--- config.mk ---
export PLATFORM = sky130hd
export DESIGN_NAME = opord_alu_decoder
export DESIGN_NICKNAME = d
export VERILOG_FILES = /design/src/rtl/opord_alu_pkg.sv /design/src/rtl/opord_fields.sv /design/src/rtl/opord_order_cmp.sv /design/src/rtl/opord_op_select.sv /design/src/rtl/opord_out_stage.sv /design/src/rtl/opord_alu_decoder.sv
export SDC_FILE = /design/constraint.sdc
export NUM_CORES = 1
export LEC_CHECK = 0
export BUFFER_PORTS_ARGS = -buffer_cell sky130_fd_sc_hd__buf_2
export CAP_MARGIN = 10
export CORE_AREA = 2 2 39 41
export DETAILED_ROUTE_END_ITERATION = 12
export DIE_AREA = 0 0 41 43
export PLACE_DENSITY_LB_ADDON = 0.2
export SLEW_MARGIN = 20
export SYNTH_ARGS = -nofsm -noshare
export SYNTH_HDL_FRONTEND = slang
export SYNTH_SLANG_ARGS = --single-unit
--- constraint.sdc ---
create_clock -name vclk -period 2.63
set_clock_uncertainty 0.1 [all_clocks]
set_input_delay 0.526 -clock vclk [all_inputs]
set_output_delay 0.526 -clock vclk [all_outputs]
set_load 0.005 [all_outputs]
--- src/rtl/opord_alu_pkg.sv ---
// Package: shared types for the shared-opcode ALU decoder.
// Assumes a 2-bit operation select that the downstream ALU decodes.
package opord_alu_pkg;

    // ALU operation select codes seen at the op_sel port
    typedef enum logic [1:0] {
        ALU_NOP  = 2'd0,
        ALU_ADD  = 2'd1,
        ALU_AND  = 2'd2,
        ALU_SHL1 = 2'd3
    } alu_op_e;

    // Result of comparing the two source register fields
    typedef enum logic [1:0] {
        ORD_LT = 2'd0,
        ORD_EQ = 2'd1,
        ORD_GT = 2'd2
    } src_order_e;

endpackage

--- src/rtl/opord_fields.sv ---
// Module: opord_fields
// Slices an instruction word into its fixed fields.
// Assumes the layout is opcode | rd | rs1 | rs2 | funct, packed from the MSB.
// The immediate occupies the low IMM_W bits and is sign-extended to XLEN.
module opord_fields #(
    parameter int INSN_W = 16,
    parameter int OPC_W  = 4,
    parameter int RIDX_W = 3,
    parameter int IMM_W  = 8,
    parameter int XLEN   = 16,
    localparam int OPC_LSB = INSN_W - OPC_W,
    localparam int RD_LSB  = OPC_LSB - RIDX_W,
    localparam int RS1_LSB = RD_LSB - RIDX_W,
    localparam int RS2_LSB = RS1_LSB - RIDX_W,
    localparam int FN_W    = RS2_LSB
) (
    input  logic [INSN_W-1:0] insn,
    output logic [OPC_W-1:0]  opcode,
    output logic [RIDX_W-1:0] rd,
    output logic [RIDX_W-1:0] rs1,
    output logic [RIDX_W-1:0] rs2,
    output logic [FN_W-1:0]   funct,
    output logic [XLEN-1:0]   imm_sext
);

    // Field extraction at fixed bit positions
    always_comb begin
        opcode   = insn[OPC_LSB +: OPC_W];
        rd       = insn[RD_LSB  +: RIDX_W];
        rs1      = insn[RS1_LSB +: RIDX_W];
        rs2      = insn[RS2_LSB +: RIDX_W];
        funct    = insn[FN_W-1:0];
        imm_sext = {{(XLEN-IMM_W){insn[IMM_W-1]}}, insn[IMM_W-1:0]};
    end

endmodule

--- src/rtl/opord_order_cmp.sv ---
// Module: opord_order_cmp
// Classifies the two source register numbers as less, equal or greater.
// Assumes unsigned register indices.
module opord_order_cmp
    import opord_alu_pkg::*;
#(
    parameter int RIDX_W = 3
) (
    input  logic [RIDX_W-1:0] rs1,
    input  logic [RIDX_W-1:0] rs2,
    output src_order_e        order
);

    // Three-way unsigned comparison
    always_comb begin
        if (rs1 == rs2)     order = ORD_EQ;
        else if (rs1 > rs2) order = ORD_GT;
        else                order = ORD_LT;
    end

endmodule

--- src/rtl/opord_op_select.sv ---
// Module: opord_op_select
// Chooses the ALU operation and the operand indices from the decoded fields.
// Assumes:
//   - the shared opcode means ADD when rs1 < rs2 and AND when rs1 > rs2;
//   - equal sources select a unary operation through funct, where 0 means SHL1
//     and every other value is illegal;
//   - sources are passed on in encoded order and never swapped.
module opord_op_select
    import opord_alu_pkg::*;
#(
    parameter int OPC_W  = 4,
    parameter int RIDX_W = 3,
    parameter int FN_W   = 3,
    parameter int XLEN   = 16,
    parameter logic [OPC_W-1:0] OPC_SHARED = 4'h3,
    parameter logic [OPC_W-1:0] OPC_ADDI   = 4'h5
) (
    input  logic              clk,
    input  logic              rst_n,
    input  logic              valid,
    input  logic [OPC_W-1:0]  opcode,
    input  logic [RIDX_W-1:0] rd,
    input  logic [RIDX_W-1:0] rs1,
    input  logic [RIDX_W-1:0] rs2,
    input  logic [FN_W-1:0]   funct,
    input  logic [XLEN-1:0]   imm_sext,
    input  src_order_e        order,
    output alu_op_e           op,
    output logic [RIDX_W-1:0] dst,
    output logic [RIDX_W-1:0] src_a,
    output logic [RIDX_W-1:0] src_b,
    output logic [XLEN-1:0]   imm,
    output logic              use_imm,
    output logic              wen,
    output logic              illegal
);

    // Operation and operand selection; every output is quiet unless an ALU word is valid
    always_comb begin
        op      = ALU_NOP;
        dst     = '0;
        src_a   = '0;
        src_b   = '0;
        imm     = '0;
        use_imm = 1'b0;
        wen     = 1'b0;
        illegal = 1'b0;
        if (valid && opcode == OPC_SHARED) begin
            dst   = rd;
            src_a = rs1;
            src_b = rs2;
            unique case (order)
                ORD_LT: begin
                    op  = ALU_ADD;
                    wen = 1'b1;
                end
                ORD_GT: begin
                    op  = ALU_AND;
                    wen = 1'b1;
                end
                default: begin
                    if (funct == '0) begin
                        op  = ALU_SHL1;
                        wen = 1'b1;
                    end else begin
                        illegal = 1'b1;
                    end
                end
            endcase
        end else if (valid && opcode == OPC_ADDI) begin
            op      = ALU_ADD;
            dst     = rd;
            src_a   = rd;
            imm     = imm_sext;
            use_imm = 1'b1;
            wen     = 1'b1;
        end
    end

    AST_ADD_ASCENDING: assert property (@(posedge clk) disable iff (!rst_n)
        (op == ALU_ADD && !use_imm) |-> (src_a < src_b)) else $error("add order");
    AST_AND_DESCENDING: assert property (@(posedge clk) disable iff (!rst_n)
        (op == ALU_AND) |-> (src_a > src_b)) else $error("and order");
    AST_SHL_SAME_SRC: assert property (@(posedge clk) disable iff (!rst_n)
        (op == ALU_SHL1) |-> (src_a == src_b && wen)) else $error("shl sources");
    AST_ILLEGAL_NO_WRITE: assert property (@(posedge clk) disable iff (!rst_n)
        illegal |-> (!wen && op == ALU_NOP)) else $error("illegal writes");
    AST_IMM_IN_PLACE: assert property (@(posedge clk) disable iff (!rst_n)
        use_imm |-> (src_a == dst && src_b == '0 && wen)) else $error("imm form");

endmodule

--- src/rtl/opord_out_stage.sv ---
// Module: opord_out_stage
// Passes the decoded bundle through unchanged, or holds it in one register.
// Assumes the register, when present, has a synchronous active-low reset that clears it.
module opord_out_stage #(
    parameter int DW     = 8,
    parameter bit REG_EN = 1'b0
) (
    input  logic          clk,
    input  logic          rst_n,
    input  logic [DW-1:0] d,
    output logic [DW-1:0] q
);

    generate
        if (REG_EN) begin : g_reg
            logic [DW-1:0] q_r;

            // Registered copy of the decoded bundle
            always_ff @(posedge clk) begin
                if (!rst_n) q_r <= '0;
                else        q_r <= d;
            end

            assign q = q_r;
        end else begin : g_comb
            assign q = d;
        end
    endgenerate

endmodule

--- src/rtl/opord_alu_decoder.sv ---
// Module: opord_alu_decoder (top)
// Decodes the shared add/and opcode and the add-immediate opcode.
// Assumes an instruction layout of opcode[15:12] rd[11:9] rs1[8:6] rs2[5:3] funct[2:0],
// with the immediate in [7:0]. The result is combinational unless OUT_REG is set.
module opord_alu_decoder
    import opord_alu_pkg::*;
#(
    parameter int INSN_W = 16,
    parameter int OPC_W  = 4,
    parameter int RIDX_W = 3,
    parameter int IMM_W  = 8,
    parameter int XLEN   = 16,
    parameter logic [OPC_W-1:0] OPC_SHARED = 4'h3,
    parameter logic [OPC_W-1:0] OPC_ADDI   = 4'h5,
    parameter bit OUT_REG = 1'b0,
    localparam int FN_W = INSN_W - OPC_W - 3 * RIDX_W,
    localparam int BW   = 2 + 3 * RIDX_W + XLEN + 3
) (
    input  logic              clk,
    input  logic              rst_n,
    input  logic              insn_valid,
    input  logic [INSN_W-1:0] insn,
    output logic [1:0]        op_sel,
    output logic [RIDX_W-1:0] dst_idx,
    output logic [RIDX_W-1:0] src_a_idx,
    output logic [RIDX_W-1:0] src_b_idx,
    output logic [XLEN-1:0]   imm_val,
    output logic              imm_use,
    output logic              reg_wen,
    output logic              illegal_insn
);

    logic [OPC_W-1:0]  f_opc;
    logic [RIDX_W-1:0] f_rd, f_rs1, f_rs2;
    logic [FN_W-1:0]   f_fn;
    logic [XLEN-1:0]   f_imm;
    src_order_e        ord;
    alu_op_e           s_op;
    logic [RIDX_W-1:0] s_dst, s_a, s_b;
    logic [XLEN-1:0]   s_imm;
    logic              s_use, s_wen, s_ill;
    logic [BW-1:0]     bundle_d, bundle_q;

    opord_fields #(
        .INSN_W(INSN_W), .OPC_W(OPC_W), .RIDX_W(RIDX_W), .IMM_W(IMM_W), .XLEN(XLEN)
    ) fields_i (
        .insn(insn), .opcode(f_opc), .rd(f_rd), .rs1(f_rs1), .rs2(f_rs2),
        .funct(f_fn), .imm_sext(f_imm)
    );

    opord_order_cmp #(.RIDX_W(RIDX_W)) cmp_i (
        .rs1(f_rs1), .rs2(f_rs2), .order(ord)
    );

    opord_op_select #(
        .OPC_W(OPC_W), .RIDX_W(RIDX_W), .FN_W(FN_W), .XLEN(XLEN),
        .OPC_SHARED(OPC_SHARED), .OPC_ADDI(OPC_ADDI)
    ) sel_i (
        .clk(clk), .rst_n(rst_n), .valid(insn_valid), .opcode(f_opc), .rd(f_rd),
        .rs1(f_rs1), .rs2(f_rs2), .funct(f_fn), .imm_sext(f_imm), .order(ord),
        .op(s_op), .dst(s_dst), .src_a(s_a), .src_b(s_b), .imm(s_imm),
        .use_imm(s_use), .wen(s_wen), .illegal(s_ill)
    );

    // Pack the decoded result for the output stage
    always_comb begin
        bundle_d = {s_op, s_dst, s_a, s_b, s_imm, s_use, s_wen, s_ill};
    end

    opord_out_stage #(.DW(BW), .REG_EN(OUT_REG)) out_i (
        .clk(clk), .rst_n(rst_n), .d(bundle_d), .q(bundle_q)
    );

    // Unpack onto the ports
    always_comb begin
        {op_sel, dst_idx, src_a_idx, src_b_idx, imm_val, imm_use, reg_wen, illegal_insn} = bundle_q;
    end

    generate
        if (!OUT_REG) begin : g_comb_checks
            AST_IDLE_QUIET: assert property (@(posedge clk) disable iff (!rst_n)
                !insn_valid |-> (!reg_wen && !illegal_insn && op_sel == 2'd0)) else $error("idle");
            AST_ENCODED_ORDER: assert property (@(posedge clk) disable iff (!rst_n)
                (insn_valid && insn[INSN_W-1 -: OPC_W] == OPC_SHARED) |->
                (src_a_idx == insn[INSN_W-OPC_W-RIDX_W-1 -: RIDX_W] &&
                 src_b_idx == insn[INSN_W-OPC_W-2*RIDX_W-1 -: RIDX_W])) else $error("order");
        end
    endgenerate

endmodule

==> Implementation_results.wiki <==
{| class="wikitable"
! Metric !! Value
|-
| Area used by sequential logic in the layout || 0 sq um
|-
| Setup TNS after final layout || 0 ps
|-
| First-pass iteration count of the detailed router || 4
|-
| Power per Cell Area || 94.7 nW/um^2
|-
| DRC viols || 0
|-
| Cell-by-cell trace of the critical path || buf_2 -> inv_1 -> ha_1 -> a21o_1 -> a31oi_1 -> a41oi_1 -> o22ai_1 -> buf_2
|-
| Class of the tightest hold or removal check || primary input to output pin
|-
| Worst-case setup margin in the final layout || 316 ps
|-
| Die Width || 41 um
|-
| Synth top area share || 0.168
|-
| Post-route clock period utilization || 0.880
|-
| Sink of the worst hold path || src_a_idx[0]
|-
| Leakage dissipation || 0.368 nW
|-
| Critical Path Sink Type || output pin
|-
| Achievable frequency || 0.432 GHz
|-
| Share of synthesized area occupied by flip-flops and latches || 0
|-
| Number of nets at the end of the flow || 114
|-
| Top post-synthesis cells by area || sky130_fd_sc_hd__buf_4 17%, sky130_fd_sc_hd__and2_1 16%, sky130_fd_sc_hd__ha_1 11%
|-
| Classification of the worst setup path || primary input to output pin
|-
| Post-synth net total || 73
|-
| Number of sequential storage elements || 0
|-
| Most frequent cell on the critical path || sky130_fd_sc_hd__buf_2
|-
| Worst-Margin Slew || 271 ps
|-
| Total of fill cells in the finished design || 161
|-
| Remaining global-route overflow || 0
|-
| Quantity of hold-fixing buffers added after cts || 0
|-
| Nature of the critical path startpoint || primary input
|-
| Final Hold Violating Endpoints || 0
|-
| Most frequent cell after synthesis || sky130_fd_sc_hd__and2_1
|-
| Crit path arrival time || 1690 ps
|-
| IO Count || 49
|-
| Height of the die || 43 um
|-
| Worst slew margin || 0.818
|-
| Total wire length after detailed routing || 994 um
|-
| Distinct cell type count after synthesis || 22
|-
| Vias in the first global route || 358
|-
| Biggest fanout along the worst timing path || 4
|-
| Final worst hold slack || 1230 ps
|-
| Area added between synthesis and finish || 54.7%
|-
| Setup WS pre-CTS || 303 ps
|-
| Total vias in the final route || 473
|-
| Required time reported for the critical path endpoint || 2000 ps
|-
| Finish-stage setup viols || 0
|-
| All-layer global routing usage || 0.113
|-
| Weighted congestion at the end of routability-driven global placement || 0.716
|-
| Hold Startpoint || insn[9]
|-
| Final non-filler cell area || 552 sq um
|-
| Maximum number of pins on one net before global-route repair || 10
|-
| Drt first-iter violations || 2
|-
| Setup repair after global routing missed its margin || false
|-
| Final core utilization || 0.399
|-
| Post-Synthesis Cell Area || 357 sq um
|-
| Via density || 4.46
|-
| Synth Area per Inst || 6.99 sq um
|-
| Number of instances in the synthesized netlist || 51
|-
| Run status || completed
|-
| Peak supply drop || 0.0000381 V
|-
| Layout cells sized above 1 || 0.589
|-
| Diode count || 0
|-
| Depth of the worst hold-timing path || 4
|-
| First-pass GRT wire length || 1.51 mm
|-
| Die area || 1760 sq um
|-
| Placed Instance Area || 552 sq um
|-
| Antenna violations before repair || 0
|-
| Std cell rows || 14
|-
| Slowest Stage Delay on Critical Path || 340 ps
|-
| Antenna violation net count after detailed routing || 0
|-
| Dominant cell type by area after synthesis || sky130_fd_sc_hd__buf_4
|-
| Clock buffer count in the final layout || 0
|-
| CP max-delay cell || sky130_fd_sc_hd__ha_1
|-
| Starting density of the core || 0.258
|-
| Minimum period implied by the final worst setup slack || 2310 ps
|-
| Floorplan core area || 1380 sq um
|-
| Input/output buffers || 47
|-
| Routed wire length per instance || 9.38 um
|-
| Post CTS Setup Buffer Count || 0
|-
| Commonest cells in the netlist || 9 x sky130_fd_sc_hd__and2_1, 8 x sky130_fd_sc_hd__buf_4, 4 x sky130_fd_sc_hd__nor2_1, 4 x sky130_fd_sc_hd__nor3_1
|-
| Estimated wirelength of the detail-placed design || 880 um
|-
| Pins over their slew limit || 0
|-
| Max_cap viols || 0
|-
| Total number of yosys warnings || 0
|-
| Post-cts gate resize count || 0
|}
## metrics by stage
stage                     power (W)  instances
final                     0.0000522        106
after global placement    0.0000524        106
after global routing      0.0000595        106
after detailed placement  0.0000530        106
after CTS                 0.0000532        106
after floorplan           0.0000293         51
## how the worst max path moves through the flow
stage                     cells after the start  slack [ps]  startpoint         to
after floorplan                               6         570     insn[5]  op_sel[0]
after global placement                        8         290     insn[5]  op_sel[0]
after detailed placement                      8         300     insn[6]  op_sel[0]
after CTS                                     8         300     insn[6]  op_sel[0]
after global routing                          8         170     insn[6]  op_sel[0]
final                                         8         320     insn[5]  op_sel[0]
## metal layers
metal,track usage,vias up,share of wire
li1,-,247,-
met1,0.165,205,0.42
met2,0.184,21,0.48
met3,0.0105,0,0.092
met4,0,0,0
met5,0,-,0
## critical path, delay by kind of cell
kind / cells / cell delay [ps]
AO/OA/AOI/OAI: 4 / 560
adder cells (fa/ha/maj): 1 / 340
buffers and inverters: 3 / 260
## layout make-up
| type | count | area [sq um] | share of cell area |
|---|---|---|---|
| Tap cell | 16 | 20.0 | 0.0363 |
| Inverter | 4 | 15.0 | 0.0272 |
| Multi-Input combinational cell | 39 | 282 | 0.510 |
| Timing Repair Buffer | 47 | 235 | 0.426 |
## layout by cell type (no fill, tap or decap), drive strengths merged
| master | n |
|---|---|
| nand3b | 1 |
| nand3 | 1 |
| a22o | 2 |
| o21ai | 2 |
| nor2 | 6 |
| o22ai | 1 |
| a21o | 1 |
| and2 | 9 |
| nand2b | 3 |
| a31oi | 1 |
| ha | 3 |
| buf | 47 |
| inv | 4 |
| or2 | 1 |
| nor3 | 4 |
| a41oi | 1 |
| a21oi | 1 |
| nand2 | 2 |
## report_power, final
group | switching, W | total, W | internal, W
Clock | 0 | 0 | 0
Sequential | 0 | 0 | 0
Combinational | 0.0000261 | 0.0000522 | 0.0000261
Total | 0.0000261 | 0.0000522 | 0.0000261
## kinds of logic after synthesis
logic type,Yosys count,synth area share
AO/OA/AOI/OAI,9,0.182
AND/OR/NAND/NOR,27,0.502
buffers and inverters,12,0.211
adder cells (fa/ha/maj),3,0.105
Note: power is estimated with default switching activity, not from simulation.
